<file path="src/rtl/burstWaitPkg.sv">
`timescale 1ns/1ps
package burstWaitPkg;
  localparam int CODE_W    = 3;
  localparam int MAX_LAT   = 4;
  localparam int LAT_W     = $clog2(MAX_LAT + 1);
  localparam int STALL_MAX = 15;
  localparam int CNT_TOP   = (2 * MAX_LAT > STALL_MAX) ? 2 * MAX_LAT : STALL_MAX;
  localparam int CNT_W     = $clog2(CNT_TOP + 1);

  typedef struct packed {
    logic [CODE_W-1:0] latCode;
    logic              fixedMode;
    logic              waitEarly;
    logic              waitHigh;
  } cfgT;

  localparam cfgT CFG_RESET = '{latCode: CODE_W'(3), fixedMode: 1'b0,
                                waitEarly: 1'b0, waitHigh: 1'b0};

  typedef struct packed {
    logic loadCfg;
    logic busy;
    logic beat;
  } strobeT;

  typedef enum logic [1:0] {PH_IDLE, PH_LAT, PH_DATA, PH_STALL} phaseT;

  function automatic logic codeReserved(input logic [CODE_W-1:0] code);
    return !(code == CODE_W'(2) || code == CODE_W'(3) || code == CODE_W'(4));
  endfunction

  function automatic logic [LAT_W-1:0] decodeLat(input logic [CODE_W-1:0] code);
    logic [LAT_W-1:0] lat;
    case (code)
      CODE_W'(2): lat = LAT_W'(2);
      CODE_W'(4): lat = LAT_W'(4);
      default:    lat = LAT_W'(3);
    endcase
    return lat;
  endfunction
endpackage

</file>
<file path="src/rtl/blwDatapath.sv">
`timescale 1ns/1ps
module blwDatapath
  import burstWaitPkg::*;
(
  input  logic             clk,
  input  logic             rstN,
  input  logic             cfgWrEn,
  input  cfgT              cfgIn,
  input  strobeT           strobes,
  output logic [LAT_W-1:0] nextLat,
  output logic             nextFixed,
  output logic [LAT_W-1:0] curLat,
  output logic             curFixed,
  output logic             beatValid,
  output logic             waitOut,
  output logic             cfgError
);
  cfgT  storedCfg;
  cfgT  activeCfg;
  logic beatQ;
  logic stallQ;
  logic errQ;
  logic stallNow;
  logic waitAct;

  always_ff @(posedge clk or negedge rstN) begin
    if (!rstN) begin
      storedCfg <= CFG_RESET;
      activeCfg <= CFG_RESET;
      beatQ     <= 1'b0;
      stallQ    <= 1'b0;
      errQ      <= 1'b0;
    end else begin
      if (cfgWrEn) begin
        storedCfg <= cfgIn;
        errQ      <= errQ | codeReserved(cfgIn.latCode);
      end
      if (strobes.loadCfg) activeCfg <= storedCfg;
      beatQ  <= strobes.beat;
      stallQ <= strobes.busy & ~strobes.beat;
    end
  end

  always_comb begin
    stallNow  = strobes.busy & ~strobes.beat;
    waitAct   = activeCfg.waitEarly ? stallNow : stallQ;
    waitOut   = activeCfg.waitHigh ? waitAct : ~waitAct;
    nextLat   = decodeLat(storedCfg.latCode);
    nextFixed = storedCfg.fixedMode;
    curLat    = decodeLat(activeCfg.latCode);
    curFixed  = activeCfg.fixedMode;
    beatValid = beatQ;
    cfgError  = errQ;
  end
endmodule

</file>
<file path="src/rtl/blwControl.sv">
`timescale 1ns/1ps
module blwControl
  import burstWaitPkg::*;
#(
  parameter int ROW_STALL = 2
) (
  input  logic             clk,
  input  logic             rstN,
  input  logic             burstStart,
  input  logic             burstEnd,
  input  logic             refreshHit,
  input  logic             rowEdge,
  input  logic [LAT_W-1:0] nextLat,
  input  logic             nextFixed,
  input  logic [LAT_W-1:0] curLat,
  input  logic             curFixed,
  output strobeT           strobes
);
  localparam logic [CNT_W-1:0] ONE        = CNT_W'(1);
  localparam logic [CNT_W-1:0] STALL_LOAD = CNT_W'(ROW_STALL - 1);

  phaseT            phase, phaseNext;
  logic [CNT_W-1:0] remain, remainNext;
  logic             hitUsed, hitUsedNext;
  logic             startHit, latHit;

  always_comb begin
    startHit    = refreshHit & ~nextFixed;
    latHit      = refreshHit & ~curFixed & ~hitUsed;
    phaseNext   = phase;
    remainNext  = remain;
    hitUsedNext = hitUsed;
    case (phase)
      PH_IDLE: if (burstStart) begin
        phaseNext   = PH_LAT;
        hitUsedNext = startHit;
        remainNext  = startHit ? (CNT_W'(nextLat) << 1) - ONE : CNT_W'(nextLat) - ONE;
      end
      PH_LAT: begin
        if (latHit) begin
          remainNext  = remain + CNT_W'(curLat) - ONE;
          hitUsedNext = 1'b1;
        end else if (remain == '0) begin
          phaseNext = PH_DATA;
        end else begin
          remainNext = remain - ONE;
        end
      end
      PH_DATA: if (rowEdge) begin
        phaseNext  = PH_STALL;
        remainNext = STALL_LOAD;
      end
      PH_STALL: begin
        if (remain == '0) phaseNext = PH_DATA;
        else              remainNext = remain - ONE;
      end
      default: phaseNext = PH_IDLE;
    endcase
    if (phase != PH_IDLE && burstEnd) begin
      phaseNext   = PH_IDLE;
      remainNext  = '0;
      hitUsedNext = 1'b0;
    end
    strobes.loadCfg = (phase == PH_IDLE) && burstStart;
    strobes.busy    = (phase != PH_IDLE);
    strobes.beat    = (phase == PH_DATA);
  end

  always_ff @(posedge clk or negedge rstN) begin
    if (!rstN) begin
      phase   <= PH_IDLE;
      remain  <= '0;
      hitUsed <= 1'b0;
    end else begin
      phase   <= phaseNext;
      remain  <= remainNext;
      hitUsed <= hitUsedNext;
    end
  end
endmodule

</file>
<file path="src/rtl/burstWaitGen.sv">
`timescale 1ns/1ps
module burstWaitGen
  import burstWaitPkg::*;
#(
  parameter int ROW_STALL = 2
) (
  input  logic        clk,
  input  logic        rstN,
  input  logic        cfgWrEn,
  input  logic [2:0]  cfgLatCode,
  input  logic        cfgFixed,
  input  logic        cfgWaitEarly,
  input  logic        cfgWaitHigh,
  input  logic        burstStart,
  input  logic        burstEnd,
  input  logic        refreshHit,
  input  logic        rowEdge,
  output logic        beatValid,
  output logic        waitOut,
  output logic        cfgError
);
  cfgT              cfgIn;
  strobeT           strobes;
  logic [LAT_W-1:0] nextLat, curLat;
  logic             nextFixed, curFixed;

  assign cfgIn = '{latCode: cfgLatCode, fixedMode: cfgFixed,
                   waitEarly: cfgWaitEarly, waitHigh: cfgWaitHigh};

  blwControl #(.ROW_STALL(ROW_STALL)) u_ctrl (
    .clk(clk), .rstN(rstN), .burstStart(burstStart), .burstEnd(burstEnd),
    .refreshHit(refreshHit), .rowEdge(rowEdge), .nextLat(nextLat),
    .nextFixed(nextFixed), .curLat(curLat), .curFixed(curFixed),
    .strobes(strobes)
  );

  blwDatapath u_dp (
    .clk(clk), .rstN(rstN), .cfgWrEn(cfgWrEn), .cfgIn(cfgIn), .strobes(strobes),
    .nextLat(nextLat), .nextFixed(nextFixed), .curLat(curLat), .curFixed(curFixed),
    .beatValid(beatValid), .waitOut(waitOut), .cfgError(cfgError)
  );
endmodule

</file>
<file path="config.mk">
export PLATFORM = sky130hd
export DESIGN_NAME = burstWaitGen
export DESIGN_NICKNAME = d
export VERILOG_FILES = /design/src/rtl/burstWaitPkg.sv /design/src/rtl/blwDatapath.sv /design/src/rtl/blwControl.sv /design/src/rtl/burstWaitGen.sv
export SDC_FILE = /design/constraint.sdc
export NUM_CORES = 1
export LEC_CHECK = 0
export ABC_AREA = 0
export BUFFER_PORTS_ARGS = -buffer_cell sky130_fd_sc_hd__buf_4
export CORE_MARGIN = 2
export CORE_UTILIZATION = 41
export DETAILED_ROUTE_END_ITERATION = 8
export GPL_TIMING_DRIVEN = 0
export PLACE_DENSITY = 0.64
export SYNTH_ARGS = -nofsm -noshare
export SYNTH_HDL_FRONTEND = slang
export SYNTH_SLANG_ARGS = --single-unit
</file>
<file path="constraint.sdc">
create_clock -name clk -period 3.1 [get_ports clk]
set_input_delay 0.465 -clock clk [delete_from_list [all_inputs] [get_ports clk]]
set_output_delay 0.465 -clock clk [all_outputs]
set_load 0.005 [all_outputs]
</file>
Yosys cells after proc, flatten, opt, wreduce, memory -nomap -nowiden
Cells that the tools add are included.
{"block": "op_classes", "addsub": 5, "n_eq_ne": 14, "mux": 21, "bitwise_logic": 10, "n_reduce_logical": 12}
{"operator": "4-bit two-way mux", "count": 6}
{"operator": "4-bit case mux with 4 select lines", "count": 1}
{"operator": "3-bit by 2-bit == test with 1-bit output (second input constant)", "count": 4}
{"operator": "3-bit case mux with 2 select lines", "count": 2}
{"operator": "4-bit by 1-bit subtractor with 4-bit output (second input constant)", "count": 3}
{"operator": "2-bit two-way mux", "count": 5}
{"operator": "3-bit == test (second input constant)", "count": 3}
{"operator": "2-bit case mux with 4 select lines", "count": 1}
{"operator": "3-bit inequality test (second input constant)", "count": 2}
{"operator": "3-bit AND reduction", "count": 2}
{"operator": "1-bit two-way mux", "count": 5}
{"operator": "1-bit inverter", "count": 5}
{"operator": "4-bit by 3-bit adder with 4-bit output", "count": 1}
{"operator": "1-bit AND", "count": 4}
{"operator": "2-bit == test (second input constant)", "count": 2}
{"operator": "4-bit logical NOT", "count": 1}
{"operator": "3-bit by 1-bit subtractor with 4-bit output (second input constant)", "count": 1}
{"operator": "3-bit by 1-bit inequality test with 1-bit output (second input constant)", "count": 1}
{"operator": "3-bit by 2-bit inequality test with 1-bit output (second input constant)", "count": 1}
{"operator": "3-bit nonzero test", "count": 1}
{"operator": "2-bit by 1-bit == test with 1-bit output (second input constant)", "count": 1}
{"operator": "1-bit logical AND", "count": 2}
{"operator": "2-bit logical NOT", "count": 1}
{"operator": "1-bit logical OR", "count": 2}
{"operator": "other kinds (5)", "count": 5}
{"block": "totals", "register_bits": 22, "input_bits": 13}

Longest topological paths before layout
Gate-level depths: netlist of the first run.
{"block": "logic_depth", "word_depth": 7, "depth_mapped": 12, "depth_no_buf": 12}

Modules after synthesis
Synthesis of the first run repeated with hierarchy kept, for this count alone.
{"block": "hier_totals", "hier_cells": 134, "area_unflattened_um2": 1347.5}
{"module": "blwControl", "n_inst": 1, "cells_each": 89, "area_per_inst_um2": 720.7, "seq_area_each_um2": 175.2}
{"module": "blwDatapath", "n_inst": 1, "cells_each": 45, "area_per_inst_um2": 626.9, "seq_area_each_um2": 380.4}

Worst setup path after synthesis of the first run
No wires, ideal clock.
{"block": "synth_path", "path_type": "reg2reg", "startpoint": "register u_dp.activeCfg[4] in the netlist's numbering", "endpoint": "register u_ctrl.remain[3]", "setup_ns": 0.121, "t_arrival_ns": 2.198, "t_required_ns": 2.979, "path_slack_ns": 0.781, "stages_incl_launch_ff": 13, "n_path_buf": 0, "synth_period_minus_slack_ns": 2.319, "cell_sequence": "dfstp_2 -> nor2_1 -> nand2_1 -> inv_1 -> ha_1 -> inv_1 -> ha_1 -> inv_1 -> fa_1 -> xnor2_1 -> nand2_1 -> a32o_1 -> a22o_1"}
{"block": "synth_between", "elab_chain_cells": 7, "word_cells_on_any_way": 8}
{"item": "from (decl)", "line": "blwDatapath.sv:19", "rtl": "cfgT activeCfg;"}
{"item": "from (signal assigned)", "line": "blwDatapath.sv:38", "rtl": "if (strobes.loadCfg) activeCfg <= storedCfg;"}
{"item": "3-bit == test or 3-bit by 2-bit == test with 1-bit output (tied branches)", "line": "burstWaitPkg.sv:34", "rtl": "case (code)"}
{"item": "3-bit case mux with 2 select lines *", "line": "burstWaitPkg.sv:34"}
{"item": "4-bit by 3-bit adder with 4-bit output *", "line": "blwControl.sv:41", "rtl": "remainNext = remain + CNT_W'(curLat) - ONE;"}
{"item": "4-bit by 1-bit subtractor with 4-bit output *", "line": "blwControl.sv:41"}
{"item": "4-bit two-way mux *", "line": "blwControl.sv:40", "rtl": "if (latHit) begin"}
{"item": "4-bit case mux with 4 select lines *", "line": "blwControl.sv:33", "rtl": "case (phase)"}
{"item": "4-bit two-way mux *", "line": "blwControl.sv:59", "rtl": "if (phase != PH_IDLE && burstEnd) begin"}
{"item": "to (signal assigned)", "line": "blwControl.sv:76", "rtl": "remain <= remainNext;"}
{"item": "to (decl)", "line": "blwControl.sv:23", "rtl": "logic [CNT_W-1:0] remain, remainNext;"}
Mark *: on every way between the ends. The rest lies on a longest branch, timed or not.
A chain may end at the register's enable or synchronous reset.

Worst setup path after layout of the first run
Ends and elaborated chain as after synthesis.

==> metrics.csv, run 1 <==
metric,value,unit
grt.total_usage,15.00,%
syn-instance-count,125,
viasPerCell,5.328,
crit_family,adder cells,
slowest_delay,0.56,ns
met2_length,1203,um
synth-seq-area-share,42.57,%
place_congestion,0.8001,
syn-cell-area,1305,um^2
start_kind,register,
wire_per_inst,12.95,um
crit_path_end_kind,register,
met3_length,83,um
rows,20,
r2r-end,u_ctrl.remain[3]$_DFFE_PN0P_,
rsz0062_at_grt,no,
start_util,43.10,%
fillerInstances,289,
multi_input_area,693.2,um^2
cp_cell_sequence,nor2_1 -> nand2_1 -> inv_1 -> ha_1 -> inv_1 -> ha_1 -> inv_1 -> fa_1 -> xnor2_1 -> nand2_1 -> a32o_1 -> a22o_1,
die_h,60.42,um
utilization,49.01,%
yosys.cell_types.count,42,
ys_ff_latch,22,
yosys.area.top_type_share,34.52,%
synth-edff-count,0,
dieWidth,60.42,um
cts_buffers,3,
drtIter0Drc,38,
syn_nets,144,
hold_viol,0,
coreArea,3028,um^2
fin_cells,186,
slew_violations,0,
cts_buffer_depth,2,
muxShareOfSynthArea,12.75,%
cts_tree,yes,
hpwl,1858,um
first_global_vias,962,
cts_sinks,22,
drtAntennaViolNets,0,
crit_type,reg -> reg,
wl,2409,um
antenna_found_initial,0,
ys_async_sr_fraction,100.0,%
min_path_type,in -> async,
top_layer,met4,
grt_pass1_wl,4140,um
finClkSkew,0.01833,ns
cp_slowest_cell,dfstp_2,
ff2ff_path_depth,12,
critPathMostFrequentCell,inv_1,
synth_compound_area_share,14.77,%
layout_common_cells,"dfrtp_1 (18), buf_4 (14), mux2_2 (13)",
fin_nets,162,
synth_top_area_cell,dfrtp_1,
dr.pass1.iters,5,
rrSetupSlack,0.63,ns
wl_met1,1106,um
critical_path_buf_inv_count,3,
relSlewSlack,69.25,%
ctsResizeCount,0,
yosysWarnings,0,
synth.avg_cell_area,10.44,um^2
worstPathArrival,2.68,ns
grt_max_degree,23,
cts.reportedPaths.clkPinSlew,0.13,ns
grt-ovfl-total,0,
critPathMaxFanout,3,
synthFlopType,dfrtp_1,
outcome,"finished, final reports clean",
h-tree-depth,1,
worst_pin_slew,0.4593,ns
port-buffer-count,13,
max_freq,405.3,MHz
drive_gt1_share,26.06,%
regToRegStartpoint,u_dp.activeCfg[4]$_DFFE_PN1P_,
power_density,891.6,nW/um^2
synth_top_cells_by_area,"dfrtp_1 (35%), mux2_2 (11%), dfstp_2 (8.1%)",
synth_top_family_by_area,simple AND/OR/NAND/NOR gates,
setup_tns,0,ns
fin_crit,2.468,ns
clock_latency,0.30,ns
drc,0,
seq_area,555.5,um^2
synthSimpleGateAreaFrac,16.59,%
holdBufCountCts,0,
fin_crit_sh,79.60,%
worstPathRequired,3.31,ns
die-area,3650,um^2
vias,991,
mostFrequentLayoutCell,dfrtp_1,
synth-xor-area-share,2.685,%
pin_count,16,
dp.cells,182,
num_antenna_cells,0,
cts_root_buf,clkbuf_4,
finalSetupViolations,0,
post_cts_buffers,0,
drv_cap,0,
leakage,0.0006321,uW
synthAdderAreaFrac,6.328,%
peakVddDrop,442.4,uV
area_delta_synth_final,13.71,%
==> per-layer routing <==
metal	vias up	track usage (%)
li1	484	-
met1	483	20.11
met2	22	25.93
met3	2	1.919
met4	0	3.727
met5	-	0
==> worst reg2reg max path, cell delays in order, from the launching register on <==
cell	delay (ns)
dfstp_2	0.56
nor2_1	0.05
nand2_1	0.08
inv_1	0.05
ha_1	0.28
inv_1	0.06
ha_1	0.13
inv_1	0.05
fa_1	0.37
xnor2_1	0.18
nand2_1	0.09
a32o_1	0.27
a22o_1	0.22
==> registers in the layout, summed over array words and instances, names as in the netlist, 2 cells and up <==
register        cells
u_ctrl.phase        2
u_dp.storedCfg      5
u_ctrl.remain       4
u_dp.activeCfg      5
==> worst max-delay path by stage <==
stage,end,slack (ns),from,depth (start not counted)
5_1_grt,u_ctrl.remain[3]$_DFFE_PN0P_,0.48,u_dp.activeCfg[4]$_DFFE_PN1P_,12
3_5_place_dp,u_ctrl.remain[3]$_DFFE_PN0P_,0.60,u_dp.activeCfg[4]$_DFFE_PN1P_,12
2_1_floorplan,u_ctrl.remain[3]$_DFFE_PN0P_,0.78,u_dp.activeCfg[4]$_DFFE_PN1P_,12
3_3_place_gp,u_ctrl.remain[3]$_DFFE_PN0P_,0.65,u_dp.activeCfg[4]$_DFFE_PN1P_,12
6_report,u_ctrl.remain[3]$_DFFE_PN0P_,0.63,u_dp.activeCfg[4]$_DFFE_PN1P_,12
4_1_cts,u_ctrl.remain[3]$_DFFE_PN0P_,0.60,u_dp.activeCfg[4]$_DFFE_PN1P_,12
==> final cells by class <==
| cell class | count | area share [%] |
|---|---|---|
| inverter | 9 | 2.277 |
| buffer | 5 | 1.518 |
| clock buffer | 4 | 1.771 |
| timing repair buffer | 13 | 6.577 |
| sequential | 22 | 37.44 |
| multi-input combinational | 89 | 46.71 |
| tap | 44 | 3.710 |
==> cells in the mapped netlist, types with 3 or more instances <==
library cell and instances:
a21oi_1 5, a31oi_1 3, clkbuf_1 4, dfrtp_1 18, dfstp_2 4, ha_1 5
inv_1 9, mux2_2 13, nand2_1 5, nand2b_1 3, nor2_1 12, o21ai_0 5
xnor2_1 3
==> metrics by stage <==
step           worst slack [ns]  total power [uW]  cell area, um^2  hold WS, ns
2_1_floorplan            0.7812              1027             1305       0.1694
3_3_place_gp             0.6491              1179             1458       0.3668
3_5_place_dp             0.6006              1209             1458       0.3711
4_1_cts                  0.5976              1346             1484      0.02354
5_1_grt                  0.4792              1446             1484      0.02814
6_report                 0.6324              1323             1484      0.01898
==> cells by family (layout without fill, tap and decap cells) <==
group	Yosys count	count (layout)
AND/OR/NAND/NOR	35	35
AO/OA/AOI/OAI	29	29
flip-flops	22	22
multiplexers	15	15
buffers and inverters	14	31
adder cells (fa/ha/maj)	6	6
XOR/XNOR	4	4
==> power breakdown <==
| part | total, uW | leakage, uW | internal, uW | switching, uW |
|---|---|---|---|---|
| sequential | 499 | 0.000259 | 400 | 98.1 |
| clock | 132 | 0.0000150 | 50.0 | 82.0 |
| combinational | 692 | 0.000359 | 350 | 343 |
(Power assumes the default switching activity.)
==> run 2, diff against run 1 <==
--- a/config.mk
+++ b/config.mk
@@ -5,13 +5,13 @@
 export SDC_FILE = /design/constraint.sdc
 export NUM_CORES = 1
 export LEC_CHECK = 0
-export ABC_AREA = 0
+export ABC_AREA = 1
 export BUFFER_PORTS_ARGS = -buffer_cell sky130_fd_sc_hd__buf_4
 export CORE_MARGIN = 2
 export CORE_UTILIZATION = 41
 export DETAILED_ROUTE_END_ITERATION = 8
 export GPL_TIMING_DRIVEN = 0
-export PLACE_DENSITY = 0.64
+export PLACE_DENSITY = 0.66
 export SYNTH_ARGS = -nofsm -noshare
 export SYNTH_HDL_FRONTEND = slang
 export SYNTH_SLANG_ARGS = --single-unit
==> constraint.sdc (replaced) <==
create_clock -name clk -period 2.2 [get_ports clk]
set_input_delay 0.33 -clock clk [delete_from_list [all_inputs] [get_ports clk]]
set_output_delay 0.33 -clock clk [all_outputs]
set_load 0.005 [all_outputs]
==> run 2 against run 1 <==
Against the previous run: final cell count rose by 40%; first-iteration DRC count rose by 7.9%; global-route usage grew 2.3 points; total power grew 74%; clock power is 140% higher; non-clock buffer count increased by 3; via count rose by 23%.
==> metrics.csv, run 2 <==
metric,value,unit,change
outcome,"finished, final reports clean",,
fillerInstances,346,,+20%
h-tree-depth,1,,unchanged
die-area,3895,um^2,+6.7%
synth_top_cells_by_area,"dfrtp_1 (32%), nand2_1 (15%), inv_1 (8.6%)",,
hold_viol,0,,unchanged
cts_sinks,22,,unchanged
place_congestion,0.8560,,+7.0%
min_path_type,in -> reg,,
worstPathRequired,2.42,ns,-0.89 ns
cts_buffer_depth,2,,unchanged
die_h,62.41,um,+3.3%
synth-seq-area-share,39.71,%,-2.9 points
start_kind,register,,
ys_ff_latch,22,,unchanged
slowest_delay,0.56,ns,about the same
synth-edff-count,0,,unchanged
relSlewSlack,77.88,%,+8.6 points
reg_top3,"u_dp.activeCfg x5, u_dp.storedCfg x5, u_ctrl.remain x4",,
seq_area,555.5,um^2,unchanged
crit_path_end_kind,register,,
yosys.area.top_type_share,32.20,%,-2.3 points
grt_max_degree,23,,unchanged
yosys.cell_types.count,26,,-38%
fin_crit_sh,95.88,%,+16 points
vias,1222,,+23%
syn_nets,213,,+48%
holdWs,0.2031,ns,+0.1841 ns
hpwl,2181,um,+17%
cp_cell_sequence,inv_2 -> nand2_2 -> nor2_4 -> inv_2 -> o21ai_2 -> ha_2 -> inv_2 -> ha_4 -> inv_2 -> fa_2 -> nand2_1 -> nand2_1 -> nand2_1 -> nand2_1 -> a21oi_1,,
synthTopCellsByCount,"nand2_1 (57), inv_1 (32), dfrtp_1 (18)",,
cts_buffers,3,,unchanged
drtIter0Drc,41,,+7.9%
grt-ovfl-total,0,,unchanged
fin_nets,235,,+45%
multi_input_area,724.4,um^2,+4.5%
viasPerCell,4.682,,-12%
synth.avg_cell_area,7.211,um^2,-31%
cts_tree,yes,,
clock_latency,0.32,ns,+0.02 ns
peakVddDrop,654.2,uV,+48%
yosysWarnings,0,,unchanged
grt.total_usage,17.33,%,+2.3 points
crit_type,reg -> reg,,
dr.pass1.iters,4,,-1
ff2ff_path_depth,15,,+3
coreArea,3311,um^2,+9.3%
setup_tns,0,ns,unchanged
leakage,0.0008891,uW,+41%
rrSetupSlack,0.09,ns,-0.54 ns
finClkSkew,0.007876,ns,-0.01045 ns
endpoint,u_ctrl.remain[2]$_DFFE_PN0P_,,
pin_count,16,,unchanged
critPathMaxFanout,2,,-1
ys_async_sr_fraction,100.0,%,unchanged
drc,0,,unchanged
mostFrequentLayoutCell,nand2_1,,
antenna_found_initial,0,,unchanged
r2r-end,u_ctrl.remain[2]$_DFFE_PN0P_,,
placed_cell_area,1569,um^2,+7.6%
stdcell_area,1683,um^2,+13%
dieWidth,62.41,um,+3.3%
syn-cell-area,1399,um^2,+7.2%
drive_gt1_share,25.58,%,-0.47 points
grt_pass1_wl,5354,um,+29%
layout_common_cells,"nand2_1 (56), inv_1 (26), dfrtp_1 (18)",,
syn-instance-count,194,,+55%
cts.reportedPaths.clkPinSlew,0.13,ns,about the same
worstPathArrival,2.33,ns,-0.35 ns
synthFlopType,dfrtp_1,,
max_freq,474.1,MHz,+17%
cp_slowest_cell,dfstp_2,,
synth_top_area_cell,dfrtp_1,,
first_global_vias,1212,,+26%
fin_crit,2.109,ns,-0.3583 ns
drv_cap,0,,unchanged
worst_pin_slew,0.3317,ns,-0.1276 ns
regToRegStartpoint,u_dp.activeCfg[3]$_DFFE_PN1P_,,
drtAntennaViolNets,0,,unchanged
wire_per_inst,11.03,um,-15%
finalSetupViolations,0,,unchanged
area_delta_synth_final,20.30,%,
crit_start,u_dp.activeCfg[3]$_DFFE_PN1P_,,
cts_root_buf,clkbuf_4,,
rsz0062_at_grt,yes,,
power_density,1371,nW/um^2,+54%
rows,21,,+5.0%
port-buffer-count,15,,+2
slew_violations,0,,unchanged
post-synth-top-count-cell,nand2_1,,
num_antenna_cells,0,,unchanged
start_util,42.25,%,-0.85 points
wl,2878,um,+19%
==> run 2: cell types whose count changed in the layout (fill, tap and decap cells not counted), sizes merged, moves of 3 or more <==
cell,delta
mux2,-13
nand2,+57
xnor2,-3
inv,+28
a31oi,-3
nor2,+3
nand2b,-3
o21ai,+13
buf,+4
clkbuf,-3
nand3,+14
==> run 2: cell type report <==
cell class / instances / area share [%]
inverter: 37 / 8.253
tap: 46 / 3.420
clock buffer: 3 / 1.338
multi-input combinational: 131 / 43.05
buffer: 4 / 1.413
clock inverter: 1 / 1.784
timing repair buffer: 17 / 7.732
sequential: 22 / 33.01
==> run 2: worst min path at each step <==
stage	start	end	slack, ns	cells past startpoint
6_report	cfgWrEn	u_dp.nextFixed$_DFFE_PN0P_	0.20	2
4_1_cts	cfgWrEn	u_dp.storedCfg[5]$_DFFE_PN0P_	0.19	2
3_3_place_gp	rstN	u_dp.cfgError$_DFFE_PN0P_	0.23	1
2_1_floorplan	rstN	u_ctrl.hitUsed$_DFFE_PN0P_	0.03	0
5_1_grt	cfgWrEn	u_dp.storedCfg[5]$_DFFE_PN0P_	0.18	2
3_5_place_dp	rstN	u_dp.cfgError$_DFFE_PN0P_	0.23	1
==> run 2: worst max-delay path: cells and delay by family, from the launching register on <==
family	cells	cell delay, ns
adders and majority gates	3	0.84
buffers and inverters	4	0.18
DFF	1	0.56
and+or+nand+nor	6	0.32
AOI/OAI and AO/OA	2	0.10
==> run 2: cells by family after synthesis <==
kind of cell               Yosys count  share of synthesized area [%]
AOI/OAI and AO/OA                   26                          9.928
xor gates and xnor gates             2                          1.252
adders and majority gates            6                          5.903
buffers and inverters               41                          11.63
DFF                                 22                          39.71
and+or+nand+nor                     97                          31.57
==> run 2: per-stage QoR <==
step           setup WS, ns  utilization [%]  total power [uW]  std cells
4_1_cts            0.009696            49.36              2209        260
6_report            0.09070            50.83              2307        261
2_1_floorplan        0.1243                -              1545        194
3_3_place_gp       -0.03290            47.39              1843        255
3_5_place_dp       -0.06964            47.39              1862        255
5_1_grt            -0.07419            50.83              2581        261
==> run 2: timing repair <==
action	CTS	global route
pin swaps	0	6
hold buffers	1	0
gates resized for setup	2	14
endpoints found under the hold margin	18	0
endpoints found under the setup margin	1	2
gates cloned	0	0
buffers inserted	0	1
==> run 2: layer usage <==
layer | share of wire (%) | track usage (%) | wire length (um) | vias to the layer above
met5 | 0 | 0 | 0 | -
met4 | 1.8 | 7.500 | 51 | 0
met3 | 1.9 | 1.622 | 55 | 5
met2 | 47 | 28.76 | 1347 | 16
met1 | 49 | 23.14 | 1424 | 557
li1 | - | - | - | 644
==> run 2: report_power, final <==
group          switching [uW]  internal [uW]  total [uW]
clock                     135            184         320
combinational             790            550        1340
sequential               96.5            551         647
==> run 3, diff against run 2 <==
--- a/config.mk
+++ b/config.mk
@@ -7,11 +7,12 @@
 export LEC_CHECK = 0
 export ABC_AREA = 1
 export BUFFER_PORTS_ARGS = -buffer_cell sky130_fd_sc_hd__buf_4
+export CAP_MARGIN = 20
 export CORE_MARGIN = 2
 export CORE_UTILIZATION = 41
 export DETAILED_ROUTE_END_ITERATION = 8
 export GPL_TIMING_DRIVEN = 0
-export PLACE_DENSITY = 0.66
+export PLACE_DENSITY = 0.63
 export SYNTH_ARGS = -nofsm -noshare
 export SYNTH_HDL_FRONTEND = slang
 export SYNTH_SLANG_ARGS = --single-unit
==> constraint.sdc (replaced) <==
create_clock -name clk -period 2.7 [get_ports clk]
set_input_delay 0.405 -clock clk [delete_from_list [all_inputs] [get_ports clk]]
set_output_delay 0.405 -clock clk [all_outputs]
set_load 0.005 [all_outputs]
==> run 3 against run 2 <==
Against the previous run: setup slack improved by 0.37 ns; clock-buffer cell count stayed put; global-route usage fell by 0.67 points; combinational power down 27%; wire length shrank 4.5%; critical endpoint is now u_ctrl.remain[3]$_DFFE_PN0P_; final cell count down 0.38%; largest power group unchanged; first-iteration DRC count down 2.4%; utilization decreased by 1.5 points; worst hold slack improved by 0.070 ns; via count up 0.25%; critical path depth rose by 3; non-clock buffer count down 1; critical path type unchanged.
==> metrics.csv, run 3 (synthesis gave the netlist of run 2 again) <==
metric,value,unit,change
hp-start,cfgWrEn,,
grt-ovfl-total,0,,unchanged
min_path_type,in -> reg,,
peakVddDrop,517.7,uV,-21%
leakage,0.0008878,uW,-0.15%
start_util,42.25,%,unchanged
grt_pass1_wl,5195,um,-3.0%
pin_count,16,,unchanged
regToRegStartpoint,u_dp.activeCfg[3]$_DFFE_PN1P_,,
finalSetupViolations,0,,unchanged
grt.total_usage,16.66,%,-0.67 points
cp_cell_sequence,inv_1 -> nand2_1 -> nor2_1 -> inv_1 -> o21ai_0 -> ha_1 -> inv_1 -> ha_1 -> inv_1 -> fa_1 -> inv_1 -> nand2_1 -> nand3_1 -> nand2_1 -> nand2_1 -> nand3_1 -> nand2_1 -> nand2_1,,
relSlewSlack,77.86,%,about the same
start_kind,register,,
fin_crit_sh,82.95,%,-13 points
worstPathArrival,2.47,ns,+0.14 ns
worst_pin_slew,0.3321,ns,+0.0003192 ns
fin_cells,260,,-0.38%
critical_path_buf_inv_count,5,,+1
place_ws,0.4361,ns,+0.5057 ns
cts_buffer_depth,2,,unchanged
cts_root_buf,clkbuf_4,,
reg_top3,"u_dp.activeCfg x5, u_dp.storedCfg x5, u_ctrl.remain x4",,
antenna_found_initial,0,,unchanged
crit_family,adder cells,,
crit_type,reg -> reg,,
cts_sinks,22,,unchanged
fin_crit,2.240,ns,+0.1304 ns
rrSetupSlack,0.46,ns,+0.37 ns
cts_tree,yes,,
pwr-share-clk,14.7,%,+0.8 points
rows,21,,unchanged
met3_length,100,um,+82%
rsz0062_at_grt,no,,
p_sw_share,44.07,%,-0.23 points
area_delta_synth_final,16.64,%,
cts_buffers,3,,unchanged
holdWs,0.2735,ns,+0.07043 ns
clock_latency,0.32,ns,about the same
drc,0,,unchanged
setup_tns,0,ns,unchanged
die-area,3895,um^2,unchanged
port-buffer-count,15,,unchanged
r2r-end,u_ctrl.remain[3]$_DFFE_PN0P_,,
grt_max_degree,23,,unchanged
coreArea,3311,um^2,unchanged
wire_per_inst,10.57,um,-4.1%
cp_slowest_cell,dfstp_2,,
hpwl,2141,um,-1.9%
layout_common_cells,"nand2_1 (57), inv_1 (32), dfrtp_1 (18)",,
mostFrequentLayoutCell,nand2_1,,
power_switching,774.8,uW,-24%
wl,2748,um,-4.5%
drv_cap,0,,unchanged
critPathMaxFanout,3,,+1
dieWidth,62.41,um,unchanged
viasPerCell,4.712,,+0.63%
critPathMostFrequentCell,nand2_1,,
wl_met1,1397,um,-1.9%
num_antenna_cells,0,,unchanged
p_seq_share,29.5,%,+1.4 points
ff2ff_path_depth,18,,+3
slowest_delay,0.55,ns,about the same
h-tree-depth,1,,unchanged
crit_path_end_kind,register,,
met2_length,1214,um,-9.9%
power_density,1078,nW/um^2,-21%
dr.pass1.iters,4,,unchanged
hold_viol,0,,unchanged
slew_violations,0,,unchanged
place_congestion,0.8478,,-0.96%
fin_nets,234,,-0.43%
worstPathRequired,2.93,ns,+0.51 ns
cts.reportedPaths.clkPinSlew,0.13,ns,about the same
outcome,"finished, final reports clean",,
top_layer,met4,,
drive_gt1_share,19.16,%,-6.4 points
first_global_vias,1190,,-1.8%
die_h,62.41,um,unchanged
hold_path_depth,2,,unchanged
drtAntennaViolNets,0,,unchanged
holdPathEnd,u_dp.nextFixed$_DFFE_PN0P_,,
dp.cells,255,,unchanged
cp.depth,18,,+3
p_int,983.2,uW,-23%
drtIter0Drc,40,,-2.4%
fin_ws,0.4603,ns,+0.3696 ns
p_comb_share,55.8,%,-2.3 points
vias,1225,,+0.25%
finClkSkew,0.006225,ns,-0.001652 ns
max_freq,446.5,MHz,-5.8%
[run 3: cell count changes in the layout (fill, tap and decap cells not counted), moves of 2 or more]
| cell | previous run | this run |
|---|---|---|
| inv_2 | 11 | 5 |
| inv_1 | 26 | 32 |
| ha_4 | 2 | 0 |
| ha_1 | 2 | 5 |
[run 3: area by class of cell]
cell class | count | area (um^2)
tap | 46 | 57.56
sequential | 22 | 555.5
inverter | 37 | 138.9
buffer | 4 | 23.77
clock buffer | 3 | 22.52
timing repair buffer | 16 | 122.6
clock inverter | 1 | 30.03
multi-input combinational | 131 | 680.7
fill | 347 | 1679
[run 3: power groups by stage]
stage	sequential (uW)	clock, uW	combinational (uW)
final	518	259	981
after global placement	525	0	978
after CTS	518	266	994
after global routing	535	279	1160
after detailed placement	526	0	979
after floorplan	509	0	750
[run 3: worst max-delay path by stage]
stage | from | slack (ns) | endpoint
floorplan | u_dp.activeCfg[3]$_DFFE_PN1P_ | 0.62 | u_ctrl.remain[3]$_DFFE_PN0P_
global placement | u_dp.activeCfg[3]$_DFFE_PN1P_ | 0.47 | u_ctrl.remain[3]$_DFFE_PN0P_
detailed placement | u_dp.activeCfg[3]$_DFFE_PN1P_ | 0.44 | u_ctrl.remain[3]$_DFFE_PN0P_
CTS | u_dp.activeCfg[3]$_DFFE_PN1P_ | 0.42 | u_ctrl.remain[3]$_DFFE_PN0P_
global route | u_dp.activeCfg[3]$_DFFE_PN1P_ | 0.19 | u_ctrl.remain[3]$_DFFE_PN0P_
finish | u_dp.activeCfg[3]$_DFFE_PN1P_ | 0.46 | u_ctrl.remain[3]$_DFFE_PN0P_
[run 3: metrics by stage]
| stage | utilization [%] | power (uW) | area (um^2) |
|---|---|---|---|
| final | 49.28 | 1758 | 1632 |
| after detailed placement | 47.39 | 1505 | 1569 |
| after floorplan | - | 1259 | 1399 |
| after global routing | 49.28 | 1974 | 1632 |
| after global placement | 47.39 | 1503 | 1569 |
| after CTS | 49.28 | 1778 | 1632 |
[run 3: repair_timing]
item | in CTS | in global routing
buffers inserted | 0 | 0
hold buffers | 1 | 0
endpoints found under the hold margin | 18 | 0
gates resized for setup | 0 | 0
[run 3: metal layers]
layer,vias to the layer above,global-route usage (%)
met5,-,0
met4,0,6.667
met3,4,2.162
met2,18,27.55
met1,561,22.20
li1,642,-
[run 3: worst reg2reg max path: stages, from the launching register on]
cell and delay (ns):
dfstp_2 0.55, inv_1 0.05, nand2_1 0.05, nor2_1 0.05
inv_1 0.07, o21ai_0 0.09, ha_1 0.18, inv_1 0.05
ha_1 0.13, inv_1 0.04, fa_1 0.40, inv_1 0.09
nand2_1 0.05, nand3_1 0.07, nand2_1 0.06, nand2_1 0.05
nand3_1 0.07, nand2_1 0.06, nand2_1 0.04
